`config.mk`:
```
export PLATFORM = sky130hd
export DESIGN_NAME = idx_cfg_file
export DESIGN_NICKNAME = d
export VERILOG_FILES = /design/src/rtl/idx_cfg_pkg.sv /design/src/rtl/idx_ptr_reg.sv /design/src/rtl/idx_chan_bank.sv /design/src/rtl/idx_cfg_file.sv
export SDC_FILE = /design/constraint.sdc
export NUM_CORES = 1
export LEC_CHECK = 0
export BUFFER_PORTS_ARGS = -buffer_cell sky130_fd_sc_hd__buf_2
export CAP_MARGIN = 25
export CORE_ASPECT_RATIO = 1.25
export CORE_MARGIN = 4
export CORE_UTILIZATION = 40
export CTS_CLUSTER_DIAMETER = 60
export DETAILED_ROUTE_END_ITERATION = 7
export PLACE_DENSITY = 0.66
export SETUP_SLACK_MARGIN = 0.3
export SYNTH_ARGS = -nofsm -noshare
export SYNTH_HDL_FRONTEND = slang
export SYNTH_SLANG_ARGS = --single-unit
```
`constraint.sdc`:
```
create_clock -name clk -period 1.85 [get_ports clk]
set_input_delay 0.37 -clock clk [delete_from_list [all_inputs] [get_ports clk]]
set_output_delay 0.37 -clock clk [all_outputs]
set_load 0.03 [all_outputs]
```
`src/rtl/idx_cfg_pkg.sv`:
```
package idx_cfg_pkg;
  localparam int NUM_CH  = 2;
  localparam int IDX_W   = 3;
  localparam int NUM_IDX = 7;
  localparam int DW      = 16;
  localparam int BW      = 8;
  localparam int CNT_W   = 10;

  typedef struct packed {
    logic [DW-1:0] cmd_base;
    logic [BW-1:0] gen;
    logic [BW-1:0] ra_lo;
    logic          ra_en;
    logic          mode4;
    logic [1:0]    ra_hi;
    logic [DW-1:0] ctl_base;
    logic [BW-1:0] dtim;
    logic [BW-1:0] ctim;
  } bank_t;

  function automatic bank_t bank_default(input int ch);
    bank_t b;
    b          = '0;
    b.cmd_base = (ch == 0) ? 16'h01F0 : 16'h0170;
    b.ctl_base = (ch == 0) ? 16'h03F6 : 16'h0376;
    b.gen      = 8'h01;
    b.dtim     = 8'hF5;
    b.ctim     = 8'hDE;
    return b;
  endfunction
endpackage

```
`src/rtl/idx_ptr_reg.sv`:
```
module idx_ptr_reg #(
  parameter int          PW       = 8,
  parameter int          IW       = 3,
  parameter int          LAST_IDX = 6,
  parameter logic [7:0]  RST_VAL  = 8'h50
) (
  input  logic          clk,
  input  logic          rst_n,
  input  logic          ptr_wr,
  input  logic [PW-1:0] wdata,
  input  logic          data_acc,
  output logic [PW-1:0] ptr_q
);
  logic [IW-1:0] idx_next;

  always_comb begin
    if (ptr_q[IW-1:0] >= IW'(LAST_IDX)) idx_next = '0;
    else                                idx_next = ptr_q[IW-1:0] + 1'b1;
  end

  always_ff @(posedge clk) begin
    if (!rst_n)                        ptr_q <= RST_VAL[PW-1:0];
    else if (ptr_wr)                   ptr_q <= wdata;
    else if (data_acc && ptr_q[PW-1])  ptr_q[IW-1:0] <= idx_next;
  end


  wrap_to_zero_chk: assert property (@(posedge clk) disable iff (!rst_n)
    (data_acc && !ptr_wr && ptr_q[PW-1] && ptr_q[IW-1:0] == IW'(LAST_IDX)) |=> (ptr_q[IW-1:0] == '0));

  idle_ptr_stable_chk: assert property (@(posedge clk) disable iff (!rst_n)
    (!ptr_wr && !data_acc) |=> $stable(ptr_q));

  no_step_without_ai_chk: assert property (@(posedge clk) disable iff (!rst_n)
    (!ptr_wr && !ptr_q[PW-1]) |=> $stable(ptr_q));
endmodule

```
`src/rtl/idx_chan_bank.sv`:
```
module idx_chan_bank
  import idx_cfg_pkg::*;
#(
  parameter int CH = 0
) (
  input  logic          clk,
  input  logic          rst_n,
  input  logic          wr_en,
  input  logic [IDX_W-1:0] idx,
  input  logic [DW-1:0] wdata,
  output bank_t         regs,
  output logic          fifo_clr,
  output logic [DW-1:0] rdata
);
  localparam bank_t RST_BANK = bank_default(CH);
  localparam int    PS_BIT   = 2;

  always_ff @(posedge clk) begin
    if (!rst_n) begin
      regs     <= RST_BANK;
      fifo_clr <= 1'b0;
    end else begin
      fifo_clr <= wr_en && (idx == IDX_W'(3)) && wdata[6];
      if (wr_en) begin
        case (idx)
          IDX_W'(0): regs.cmd_base <= wdata;
          IDX_W'(1): regs.gen      <= wdata[BW-1:0];
          IDX_W'(2): regs.ra_lo    <= wdata[BW-1:0];
          IDX_W'(3): begin
            regs.ra_en <= wdata[7];
            regs.mode4 <= wdata[4];
            regs.ra_hi <= wdata[1:0];
          end
          IDX_W'(4): regs.ctl_base <= wdata;
          IDX_W'(5): regs.dtim     <= wdata[BW-1:0];
          IDX_W'(6): regs.ctim     <= wdata[BW-1:0];
          default: ;
        endcase
      end
    end
  end

  always_comb begin
    case (idx)
      IDX_W'(0): rdata = regs.cmd_base;
      IDX_W'(1): begin
        rdata         = {{(DW-BW){1'b0}}, regs.gen};
        rdata[PS_BIT] = 1'b0;
      end
      IDX_W'(4): rdata = regs.ctl_base;
      IDX_W'(5): rdata = {{(DW-BW){1'b0}}, regs.dtim};
      IDX_W'(6): rdata = {{(DW-BW){1'b0}}, regs.ctim};
      default:   rdata = '0;
    endcase
  end


  fifo_self_clear_chk: assert property (@(posedge clk) disable iff (!rst_n)
    (fifo_clr && !wr_en) |=> !fifo_clr);

  rst_bit_by_write_chk: assert property (@(posedge clk) disable iff (!rst_n)
    $rose(regs.gen[6]) |-> $past(wr_en));

  idx7_no_change_chk: assert property (@(posedge clk) disable iff (!rst_n)
    (wr_en && idx == IDX_W'(7)) |=> $stable(regs));
endmodule

```
`src/rtl/idx_cfg_file.sv`:
```
module idx_cfg_file
  import idx_cfg_pkg::*;
#(
  parameter logic [7:0] PTR_RST = 8'h50
) (
  input  logic                        clk,
  input  logic                        rst_n,
  input  logic                        host_addr,
  input  logic                        host_wr,
  input  logic                        host_rd,
  input  logic [DW-1:0]               host_wdata,
  output logic [DW-1:0]               host_rdata,
  output logic                        posted_ws_o,
  output logic                        burst_dis_o,
  output logic                        medium_sel_o,
  output logic [NUM_CH-1:0][DW-1:0]   cmd_base_o,
  output logic [NUM_CH-1:0][DW-1:0]   ctl_base_o,
  output logic [NUM_CH-1:0]           dma_en_o,
  output logic [NUM_CH-1:0]           ide_rst_o,
  output logic [NUM_CH-1:0]           iordy_en_o,
  output logic [NUM_CH-1:0]           narrow_o,
  output logic [NUM_CH-1:0]           irq_low_o,
  output logic [NUM_CH-1:0]           pwr_save_o,
  output logic [NUM_CH-1:0]           bm_mode_o,
  output logic [NUM_CH-1:0]           io_en_o,
  output logic [NUM_CH-1:0]           ra_en_o,
  output logic [NUM_CH-1:0]           mode4_o,
  output logic [NUM_CH-1:0][CNT_W-1:0] ra_count_o,
  output logic [NUM_CH-1:0]           fifo_clr_o,
  output logic [NUM_CH-1:0][BW-1:0]   data_tim_o,
  output logic [NUM_CH-1:0][BW-1:0]   cmd_tim_o
);
  localparam int CH_BIT  = 3;
  localparam int BST_BIT = 5;

  logic [BW-1:0]             ptr_q;
  logic                      data_acc;
  logic                      data_wr;
  logic [NUM_CH-1:0][DW-1:0] bank_rd;
  logic [DW-1:0]             ptr_rd;

  assign data_acc = host_addr && (host_wr || host_rd);
  assign data_wr  = host_addr && host_wr;

  idx_ptr_reg #(
    .PW(BW), .IW(IDX_W), .LAST_IDX(NUM_IDX - 1), .RST_VAL(PTR_RST)
  ) u_ptr (
    .clk(clk), .rst_n(rst_n),
    .ptr_wr(!host_addr && host_wr),
    .wdata(host_wdata[BW-1:0]),
    .data_acc(data_acc),
    .ptr_q(ptr_q)
  );

  for (genvar c = 0; c < NUM_CH; c++) begin : g_bank
    bank_t regs;
    idx_chan_bank #(.CH(c)) u_bank (
      .clk(clk), .rst_n(rst_n),
      .wr_en(data_wr && (ptr_q[CH_BIT] == c[0])),
      .idx(ptr_q[IDX_W-1:0]),
      .wdata(host_wdata),
      .regs(regs),
      .fifo_clr(fifo_clr_o[c]),
      .rdata(bank_rd[c])
    );
    assign cmd_base_o[c] = regs.cmd_base;
    assign ctl_base_o[c] = regs.ctl_base;
    assign dma_en_o[c]   = regs.gen[7];
    assign ide_rst_o[c]  = regs.gen[6];
    assign iordy_en_o[c] = regs.gen[5];
    assign narrow_o[c]   = regs.gen[4];
    assign irq_low_o[c]  = regs.gen[3];
    assign pwr_save_o[c] = regs.gen[2];
    assign bm_mode_o[c]  = regs.gen[1];
    assign io_en_o[c]    = regs.gen[0];
    assign ra_en_o[c]    = regs.ra_en;
    assign mode4_o[c]    = regs.mode4;
    assign ra_count_o[c] = {regs.ra_hi, regs.ra_lo};
    assign data_tim_o[c] = regs.dtim;
    assign cmd_tim_o[c]  = regs.ctim;
  end

  assign posted_ws_o  = ptr_q[6];
  assign burst_dis_o  = ptr_q[BST_BIT];
  assign medium_sel_o = ptr_q[4];

  always_comb begin
    ptr_rd          = {{(DW-BW){1'b0}}, ptr_q};
    ptr_rd[BST_BIT] = 1'b0;
  end

  always_comb begin
    if (!host_rd)       host_rdata = '0;
    else if (host_addr) host_rdata = bank_rd[ptr_q[CH_BIT]];
    else                host_rdata = ptr_rd;
  end


  wo_reads_zero_chk: assert property (@(posedge clk) disable iff (!rst_n)
    (host_rd && host_addr && (ptr_q[IDX_W-1:0] == 3'd2 || ptr_q[IDX_W-1:0] == 3'd3 || ptr_q[IDX_W-1:0] == 3'd7))
      |-> (host_rdata == '0));

  burst_bit_hidden_chk: assert property (@(posedge clk) disable iff (!rst_n)
    (host_rd && !host_addr) |-> (host_rdata[BST_BIT] == 1'b0 && host_rdata[DW-1:BW] == '0));

  other_bank_kept_chk: assert property (@(posedge clk) disable iff (!rst_n)
    (data_wr && !ptr_q[CH_BIT]) |=> $stable(g_bank[1].regs));
endmodule

```
==> results of run 1 <==
-- sequential cells by signal (all words and copies together), names as in the netlist --
signal	count
g_bank.u_bank.fifo_clr	2
g_bank.u_bank.regs	136
u_ptr.ptr_q	8
-- worst paths after layout --
kind | startpoint | end | slack [ns] | cells past startpoint
max | u_ptr.ptr_q[1] | host_rdata[2] | -0.71 | 8
min | host_wdata[15] | g_bank[1].u_bank.regs[67] | 0.21 | 3
max reg2reg | u_ptr.ptr_q[1] | g_bank[1].u_bank.regs[14] | -0.04 | 11
min reg2reg | g_bank[0].u_bank.regs[34] | g_bank[0].u_bank.regs[34] | 0.45 | 2
-- power by group --
group	switching, mW	internal, mW
registers	0.0543	3.19
clock network	1.34	2.08
logic	0.737	0.553
total	2.13	5.82
-- critical path, delay by kind of cell, from the launching register on --
| family | cells | cell delay [ns] |
|---|---|---|
| AND/OR/NAND/NOR | 1 | 0.09 |
| AO/OA/AOI/OAI | 3 | 0.76 |
| buffers and inverters | 3 | 0.35 |
| flip-flops | 1 | 0.38 |
| adder cells (fa/ha/maj) | 1 | 0.17 |
-- routing by layer --
metal	part of all wire	GRT usage	up-vias
li1	-	-	3115
met1	0.39	0.314	3317
met2	0.49	0.441	347
met3	0.070	0.0625	74
met4	0.049	0.134	0
met5	0	0	-
-- cells in the mapped netlist (4+ instances only) --
library cell / n
a21boi_0: 53
a21boi_1: 8
a21boi_2: 6
a21oi_1: 7
a221oi_1: 12
a222oi_1: 7
a22oi_1: 7
a31oi_1: 7
and3_1: 9
buf_2: 17
buf_4: 11
buf_6: 7
clkbuf_1: 28
dfxtp_1: 146
ha_1: 5
inv_1: 4
mux2_2: 4
mux2i_1: 34
mux4_2: 8
nand2_1: 211
nand2b_1: 6
nand3_1: 58
nand3_2: 4
nor2_1: 7
nor2_4: 6
nor2_8: 5
nor2b_1: 27
o21ai_0: 24
-- final cells by class --
class	instances	area, um^2	share of cell area
clock buffers	22	474	0.0474
clock inverters	9	105	0.0105
inverters	4	27.5	0.00275
multi-input cells	554	4080	0.408
flip-flops and latches	146	2940	0.294
well taps	216	270	0.0270
repair buffers	270	2100	0.210
-- timing repair --
| item | 4_1_cts | 5_1_grt |
|---|---|---|
| setup endpoints to repair | 155 | 146 |
| setup buffers | 31 | 8 |
| gates cloned | 2 | 0 |
| pin swaps | 55 | 58 |
| resized for setup | 156 | 77 |
| hold endpoints to repair | 0 | 0 |
-- stage by stage --
stage / worst slack (ns) / setup TNS, ns
2_1_floorplan: -0.111 / -0.680
3_3_place_gp: -0.264 / -3.83
3_5_place_dp: -0.300 / -4.40
4_1_cts: -0.693 / -9.58
5_1_grt: -0.791 / -11.68
6_report: -0.708 / -10.02
-- cells by family after synthesis --
| group | count (synthesis) | share of synthesized area |
|---|---|---|
| flip-flops | 146 | 0.431 |
| multiplexers | 46 | 0.0834 |
| buffers and inverters | 70 | 0.0563 |
| adder cells (fa/ha/maj) | 5 | 0.00923 |
| AO/OA/AOI/OAI | 148 | 0.161 |
| AND/OR/NAND/NOR | 354 | 0.259 |
==> results.ini, run 1 <==
[layout]
stdcell_count = 1221
area_growth_pct = 47.4
final_cell_mix = nand2_1 (183), buf_2 (161), dfxtp_1 (141)
fin_util = 0.610
layout-drive-gt1-share = 0.441
nets = 1019
filler_cell_count = 1422
antenna_cells = 0
final_common_cell = nand2_1
fin_area_um2 = 9990

[placement]
port_buffers = 177
dpl-instance-area_um2 = 8240
dp_hpwl_um = 17100
gp_congestion = 0.913
dp.cells = 1149

[power]
vdd_drop_max_uv = 623
fin_total_pwr_mw = 7.95
leakagePower_nw = 4.17
power_density_nw_per_um2 = 796

[synth]
yosys_register_bits = 146
syn-cell-area_um2 = 6780
yosys_warnings = 0
synth_ff_type = dfxtp_1
synth_top_area_share = 0.431
ys_types = 48
synth_top_area_cell = dfxtp_1
async_reset_ff_frac = 0
postSynthCellCount = 769
postSynthAreaPerCell_um2 = 8.82
ys_seq_area_frac = 0.431
synth_edf_count = 0
syn-num-nets = 795
synth.area.top_cells = dfxtp_1 (43%), nand2_1 (12%), a21boi_0 (5.9%)

[sta]
finalSetupViolCount = 25
timing_hold_violations_final = 0
fin_skew_ns = 0.00859
drv_slew = 0
slew-limit-headroom = 0.702
max_freq_mhz = 391
rsz0062_at_grt = true
worst_pin_slew_ns = 0.443
final.min_clock_period_ns = 2.56
holdWs_ns = 0.210
period_share = 1.38
fin_ws_ns = -0.708

[grt]
grt_pass1_vias = 6750
overflow = 0
grt_pass1_wl_um = 39600
grt_max_degree = 58
antenna_found_initial = 0
grt_usage = 0.263

[setup_path]
worstSetupPathType = reg2out
critPathLaunchType = register
cp_max_fo = 10
path_cells = inv_4, ha_4, buf_12, a222oi_1, a21oi_1, o211ai_1, nand2_2, buf_6
slowest_delay_ns = 0.38
cp.required_ns = 1.48
arrival_ns = 2.19
critPathCaptureType = primary output
slowest_stage = dfxtp_4

[clock_network]
clk_pin_slew_ns = 0.06
clock_sinks = 146
cts_inserted_buffers = 17
cts_root_buf = clkbuf_16
clockBufferDepth = 2
clk_latency_ns = 0.43
postCtsHoldBufs = 0
cts_max_level = 4
cts_tree = built

[route]
ant_nets = 0
routed_wl_um = 25800
vias_per_cell = 5.61
post-route-drc-count = 0
via_count = 6853
drtIter0Drc = 592
dr.pass1.iters = 7
routedWlPerCell_um = 21.2

[run]
drv_cap = 0

[min_path]
hp-class = in2reg

[die]
die_w_um = 124
die_y_um = 154
num_rows = 52
io_pins = 178
coreArea_um2 = 16400
die_area_um2 = 19100
start_util = 0.414

[run_status]
violations = negative setup slack
status = complete, but fails checks

(Power assumes the default switching activity.)
==> run 2: changes to the inputs <==
--- a/config.mk
+++ b/config.mk
@@ -13,6 +13,7 @@
 export CTS_CLUSTER_DIAMETER = 60
 export DETAILED_ROUTE_END_ITERATION = 7
 export PLACE_DENSITY = 0.66
+export RECOVER_POWER = 50
 export SETUP_SLACK_MARGIN = 0.3
 export SYNTH_ARGS = -nofsm -noshare
 export SYNTH_HDL_FRONTEND = slang
==> results.ini, run 2 (same netlist as run 1, synthesis figures left out) <==
[sta]
fin_ws_ns = -0.705  ; +0.00312 ns
worst_pin_slew_ns = 0.449  ; +0.00646 ns
final.min_clock_period_ns = 2.55  ; -0.00312 ns
timing_hold_violations_final = 0  ; unchanged
finalSetupViolCount = 26  ; +4.0%
period_share = 1.38  ; -0.00169
rsz0062_at_grt = true
drv_slew = 0  ; unchanged
fin_skew_ns = 0.00978  ; +0.00119 ns
max_freq_mhz = 391  ; +0.12%
slew-limit-headroom = 0.697  ; -0.00435

[run]
drv_cap = 0  ; unchanged

[run_status]
status = complete, but fails checks
violations = negative setup slack

[setup_path]
path_cells = inv_4, ha_4, buf_12, a222oi_1, a21oi_1, o211ai_1, nand2_2, buf_6
slowest_stage = dfxtp_4
worstSetupPathType = reg2out
critPathCaptureType = primary output
cp_max_fo = 10  ; unchanged
critPathLaunchType = register
cp.required_ns = 1.48  ; about the same
slowest_delay_ns = 0.38  ; about the same
arrival_ns = 2.18  ; about the same

[layout]
largest-register = g_bank.u_bank.regs
area_growth_pct = 44.7
fin_util = 0.599  ; -0.0110
fin_area_um2 = 9810  ; -1.8%
antenna_cells = 0  ; unchanged
layout-drive-gt1-share = 0.311  ; -0.129
largest_reg_flops = 136  ; unchanged
final_common_cell = nand2_1
filler_cell_count = 1500  ; +5.5%
final_cell_mix = nand2_1 (183), dfxtp_1 (141), clkbuf_1 (130)
biggestRegsByFlops = g_bank.u_bank.regs (136), u_ptr.ptr_q (8), g_bank.u_bank.fifo_clr (2)
nets = 1019  ; unchanged

[power]
leakagePower_nw = 3.75  ; -10%
vdd_drop_max_uv = 616  ; -1.1%
power_density_nw_per_um2 = 809  ; +1.7%

[die]
num_rows = 52  ; unchanged
coreArea_um2 = 16400  ; unchanged
start_util = 0.414  ; unchanged
die_w_um = 124  ; unchanged
die_area_um2 = 19100  ; unchanged
io_pins = 178  ; unchanged
die_y_um = 154  ; unchanged

[grt]
antenna_found_initial = 0  ; unchanged
grt_pass1_vias = 6750  ; unchanged
overflow = 0  ; unchanged
grt_max_degree = 58  ; unchanged
grt_pass1_wl_um = 39600  ; unchanged
grt_usage = 0.263  ; unchanged

[route]
post-route-drc-count = 0  ; unchanged
drtIter0Drc = 653  ; +10%
ant_nets = 0  ; unchanged
via_count = 6844  ; -0.13%
dr.pass1.iters = 6  ; -1
vias_per_cell = 5.61  ; -0.13%
routed_wl_um = 25900  ; about the same
routedWlPerCell_um = 21.2  ; about the same

[clock_network]
cts_root_buf = clkbuf_16
clk_latency_ns = 0.43  ; about the same
clock_sinks = 146  ; unchanged
postCtsHoldBufs = 0  ; unchanged
clockBufferDepth = 2  ; unchanged
cts_tree = built
clk_pin_slew_ns = 0.06  ; about the same
cts_max_level = 4  ; unchanged
cts_inserted_buffers = 17  ; unchanged

[placement]
dp_hpwl_um = 17100  ; unchanged
port_buffers = 177  ; unchanged
gp_congestion = 0.913  ; unchanged
dpl-instance-area_um2 = 8240  ; unchanged

[min_path]
hp-class = in2reg

==> run 2: timing repair <==
action	CTS	global route
setup buffers	31	8
setup endpoints to repair	155	146
pin swaps	55	58
cloned	2	0
gates resized for setup	156	77
==> run 2: metal layers <==
| metal | part of all wire | routed length [um] | vias to the layer above | GRT usage |
|---|---|---|---|---|
| li1 | - | - | 3116 | - |
| met1 | 0.39 | 10100 | 3319 | 0.314 |
| met2 | 0.49 | 12700 | 337 | 0.441 |
| met3 | 0.073 | 1890 | 72 | 0.0625 |
| met4 | 0.046 | 1190 | 0 | 0.134 |
| met5 | 0 | 0 | - | 0 |
==> run 2: path summary, 6_finish.rpt <==
kind	slack (ns)	from	to	cells past startpoint
max reg2reg	-0.04	u_ptr.ptr_q[1]	g_bank[1].u_bank.regs[14]	11
min	0.21	host_wdata[15]	g_bank[1].u_bank.regs[67]	3
min reg2reg	0.45	g_bank[0].u_bank.regs[34]	g_bank[0].u_bank.regs[34]	2
max	-0.70	u_ptr.ptr_q[1]	host_rdata[2]	8
==> run 2: through the flow <==
| stage | TNS [ns] | worst slack, ns | hold WS [ns] | power [mW] | std cells |
|---|---|---|---|---|---|
| after global routing | -11.84 | -0.791 | 0.216 | 8.17 | 1221 |
| after CTS | -9.58 | -0.693 | 0.199 | 7.88 | 1213 |
| after global placement | -3.83 | -0.264 | 0.451 | 4.24 | 1149 |
| after detailed placement | -4.40 | -0.300 | 0.457 | 4.25 | 1149 |
| final | -10.07 | -0.705 | 0.214 | 7.94 | 1221 |
| after floorplan | -0.680 | -0.111 | 0.494 | 3.96 | 769 |
==> run 2: worst max-delay path, delay by kind of cell (launching register included) <==
family          cells  cell delay, ns
simple gates        1            0.09
flops               1            0.38
buf+inv             3            0.35
fa+ha+maj           1            0.17
compound gates      3            0.76
==> run 2: final cells by class <==
class | count | area, um^2 | area share
Multi-Input combinational cell | 554 | 4080 | 0.416
Sequential cell | 146 | 2940 | 0.299
Timing Repair Buffer | 270 | 1920 | 0.195
Clock buffer | 22 | 474 | 0.0483
Tap cell | 216 | 270 | 0.0275
Clock inverter | 9 | 105 | 0.0107
Inverter | 4 | 27.5 | 0.00280
==> run 2: power breakdown <==
part / switching [mW] / internal, mW / leakage, nW
sequential: 0.0556 / 3.19 / 1.18
combinational: 0.736 / 0.538 / 2.28
clock: 1.34 / 2.08 / 0.282
==> run 3: changes to the inputs <==
--- a/config.mk
+++ b/config.mk
@@ -5,7 +5,7 @@
 export SDC_FILE = /design/constraint.sdc
 export NUM_CORES = 1
 export LEC_CHECK = 0
-export BUFFER_PORTS_ARGS = -buffer_cell sky130_fd_sc_hd__buf_2
+export BUFFER_PORTS_ARGS = -buffer_cell sky130_fd_sc_hd__buf_4
 export CAP_MARGIN = 25
 export CORE_ASPECT_RATIO = 1.25
 export CORE_MARGIN = 4
==> results.ini, run 3 (same netlist as run 1, synthesis figures left out) <==
[run_status]
status = complete, but fails checks
violations = design-rule violations, negative setup slack

[min_path]
hold_path_depth = 3  ; unchanged
hold_start = host_wdata[8]
hold_end = g_bank[1].u_bank.regs[60]
hp-class = in2reg

[placement]
port_buffers = 177  ; unchanged
dpl-instance-area_um2 = 8720  ; +5.9%
gp_congestion = 0.919  ; +0.67%
pre_cts_ws_ns = -0.260  ; +0.0397 ns
dp_hpwl_um = 16700  ; -2.6%

[setup_path]
path_cells = inv_4, ha_4, buf_12, a222oi_1, a211oi_1, a21o_1, a22o_4, buf_6
cp_max_fo = 10  ; unchanged
startpoint = u_ptr.ptr_q[1]
critPathLaunchType = register
crit_family = compound AO/OA/AOI/OAI gates
arrival_ns = 2.19  ; about the same
slowest_stage = dfxtp_4
reg2reg_to = u_ptr.ptr_q[2]
cp_num_buf_inv = 3  ; unchanged
reg2reg_from = u_ptr.ptr_q[2]
critPathCaptureType = primary output
rrSetupSlack_ns = 0.05  ; +0.09 ns
slowest_delay_ns = 0.38  ; about the same
cp.required_ns = 1.48  ; about the same
worstSetupPathType = reg2out
rr_worst_depth = 10  ; -1

[grt]
grt_max_degree = 78  ; +34%
grt_usage = 0.254  ; -0.00871
antenna_found_initial = 0  ; unchanged
overflow = 0  ; unchanged
grt_pass1_vias = 6480  ; -4.0%
grt_pass1_wl_um = 38100  ; -3.9%

[sta]
final.min_clock_period_ns = 2.56  ; +0.00864 ns
max_freq_mhz = 390  ; -0.34%
period_share = 1.39  ; +0.00467
fin_skew_ns = 0.00602  ; -0.00376 ns
rsz0062_at_grt = true
drv_slew = 0  ; unchanged
timing_hold_violations_final = 0  ; unchanged
setup_tns_ns = -9.61  ; +0.455 ns
finalSetupViolCount = 16  ; -38%
fin_ws_ns = -0.713  ; -0.00864 ns
slew-limit-headroom = 0.555  ; -0.142
worst_pin_slew_ns = 0.667  ; +0.218 ns

[route]
via_count = 6851  ; +0.10%
routed_wl_um = 26000  ; +0.47%
dr.pass1.iters = 8  ; +2
post-route-drc-count = 2  ; +2
routedWlPerCell_um = 21.3  ; +0.47%
drtIter0Drc = 618  ; -5.4%
ant_nets = 0  ; unchanged
vias_per_cell = 5.61  ; +0.10%

[layout]
final_cell_mix = nand2_1 (148), dfxtp_1 (143), clkbuf_1 (138)
largest-register = g_bank.u_bank.regs
largest_reg_flops = 136  ; unchanged
fin_area_um2 = 10100  ; +3.2%
fin_util = 0.618  ; +0.0192
antenna_cells = 0  ; unchanged
filler_cell_count = 1483  ; -1.1%
area_growth_pct = 49.4
layout-drive-gt1-share = 0.347  ; +0.0358
nets = 1018  ; -0.098%
final_common_cell = nand2_1
biggestRegsByFlops = g_bank.u_bank.regs (136), u_ptr.ptr_q (8), g_bank.u_bank.fifo_clr (2)

[clock_network]
clk_pin_slew_ns = 0.06  ; about the same
cts_inserted_buffers = 17  ; unchanged
cts_tree = built
clock_sinks = 146  ; unchanged
cts_root_buf = clkbuf_16
postCtsHoldBufs = 0  ; unchanged
cts_max_level = 4  ; unchanged
clockBufferDepth = 2  ; unchanged
clk_latency_ns = 0.43  ; about the same

[power]
vdd_drop_max_uv = 571  ; -7.2%
fin_total_pwr_mw = 8.29  ; +4.4%
leakagePower_nw = 3.88  ; +3.5%
power_density_nw_per_um2 = 818  ; +1.2%

[die]
die_area_um2 = 19100  ; unchanged
die_w_um = 124  ; unchanged
io_pins = 178  ; unchanged
num_rows = 52  ; unchanged
coreArea_um2 = 16400  ; unchanged
start_util = 0.414  ; unchanged
die_y_um = 154  ; unchanged

[run]
drv_cap = 0  ; unchanged

run 3: tightest hold or removal path: stages:
cell,delay (ns)
buf_4,0.12
nand2_4,0.04
nand3_2,0.06
run 3: how the worst max path moves through the flow:
stage	depth (start not counted)	end
finish	8	host_rdata[4]
global route	8	host_rdata[2]
CTS	7	host_rdata[4]
detailed placement	7	host_rdata[6]
global placement	7	host_rdata[6]
floorplan	8	host_rdata[0]
run 3: through the flow:
step           hold slack, ns  std cells
3_3_place_gp            0.457       1147
6_report                0.195       1221
4_1_cts                 0.189       1196
3_5_place_dp            0.462       1147
2_1_floorplan           0.494        769
5_1_grt                 0.195       1221
run 3: where the power goes:
| part | internal [mW] | switching, mW |
|---|---|---|
| Combinational | 0.572 | 0.738 |
| Clock | 2.33 | 1.40 |
| Sequential | 3.19 | 0.0614 |
| Total | 6.10 | 2.20 |
run 3: area by class of cell:
type                            instances  area (um^2)  area share
Timing Repair Buffer                  270         2010       0.198
Clock inverter                         12          180      0.0178
Inverter                                4         23.8     0.00235
Clock buffer                           20          457      0.0451
Multi-Input combinational cell        553         4250       0.420
Sequential cell                       146         2930       0.290
Tap cell                              216          270      0.0267
run 3: metal layers:
metal,track usage,wire length (um),vias up
met5,0,0,-
met4,0.0956,764,0
met3,0.0638,2090,63
met2,0.439,13200,359
met1,0.305,9950,3313
li1,-,-,3116
run 3: timing repair:
action / CTS / global route
pin swaps: 8 / 52
gates cloned: 3 / 0
setup endpoints to repair: 148 / 151
gates resized for setup: 98 / 149
buffers inserted: 14 / 25
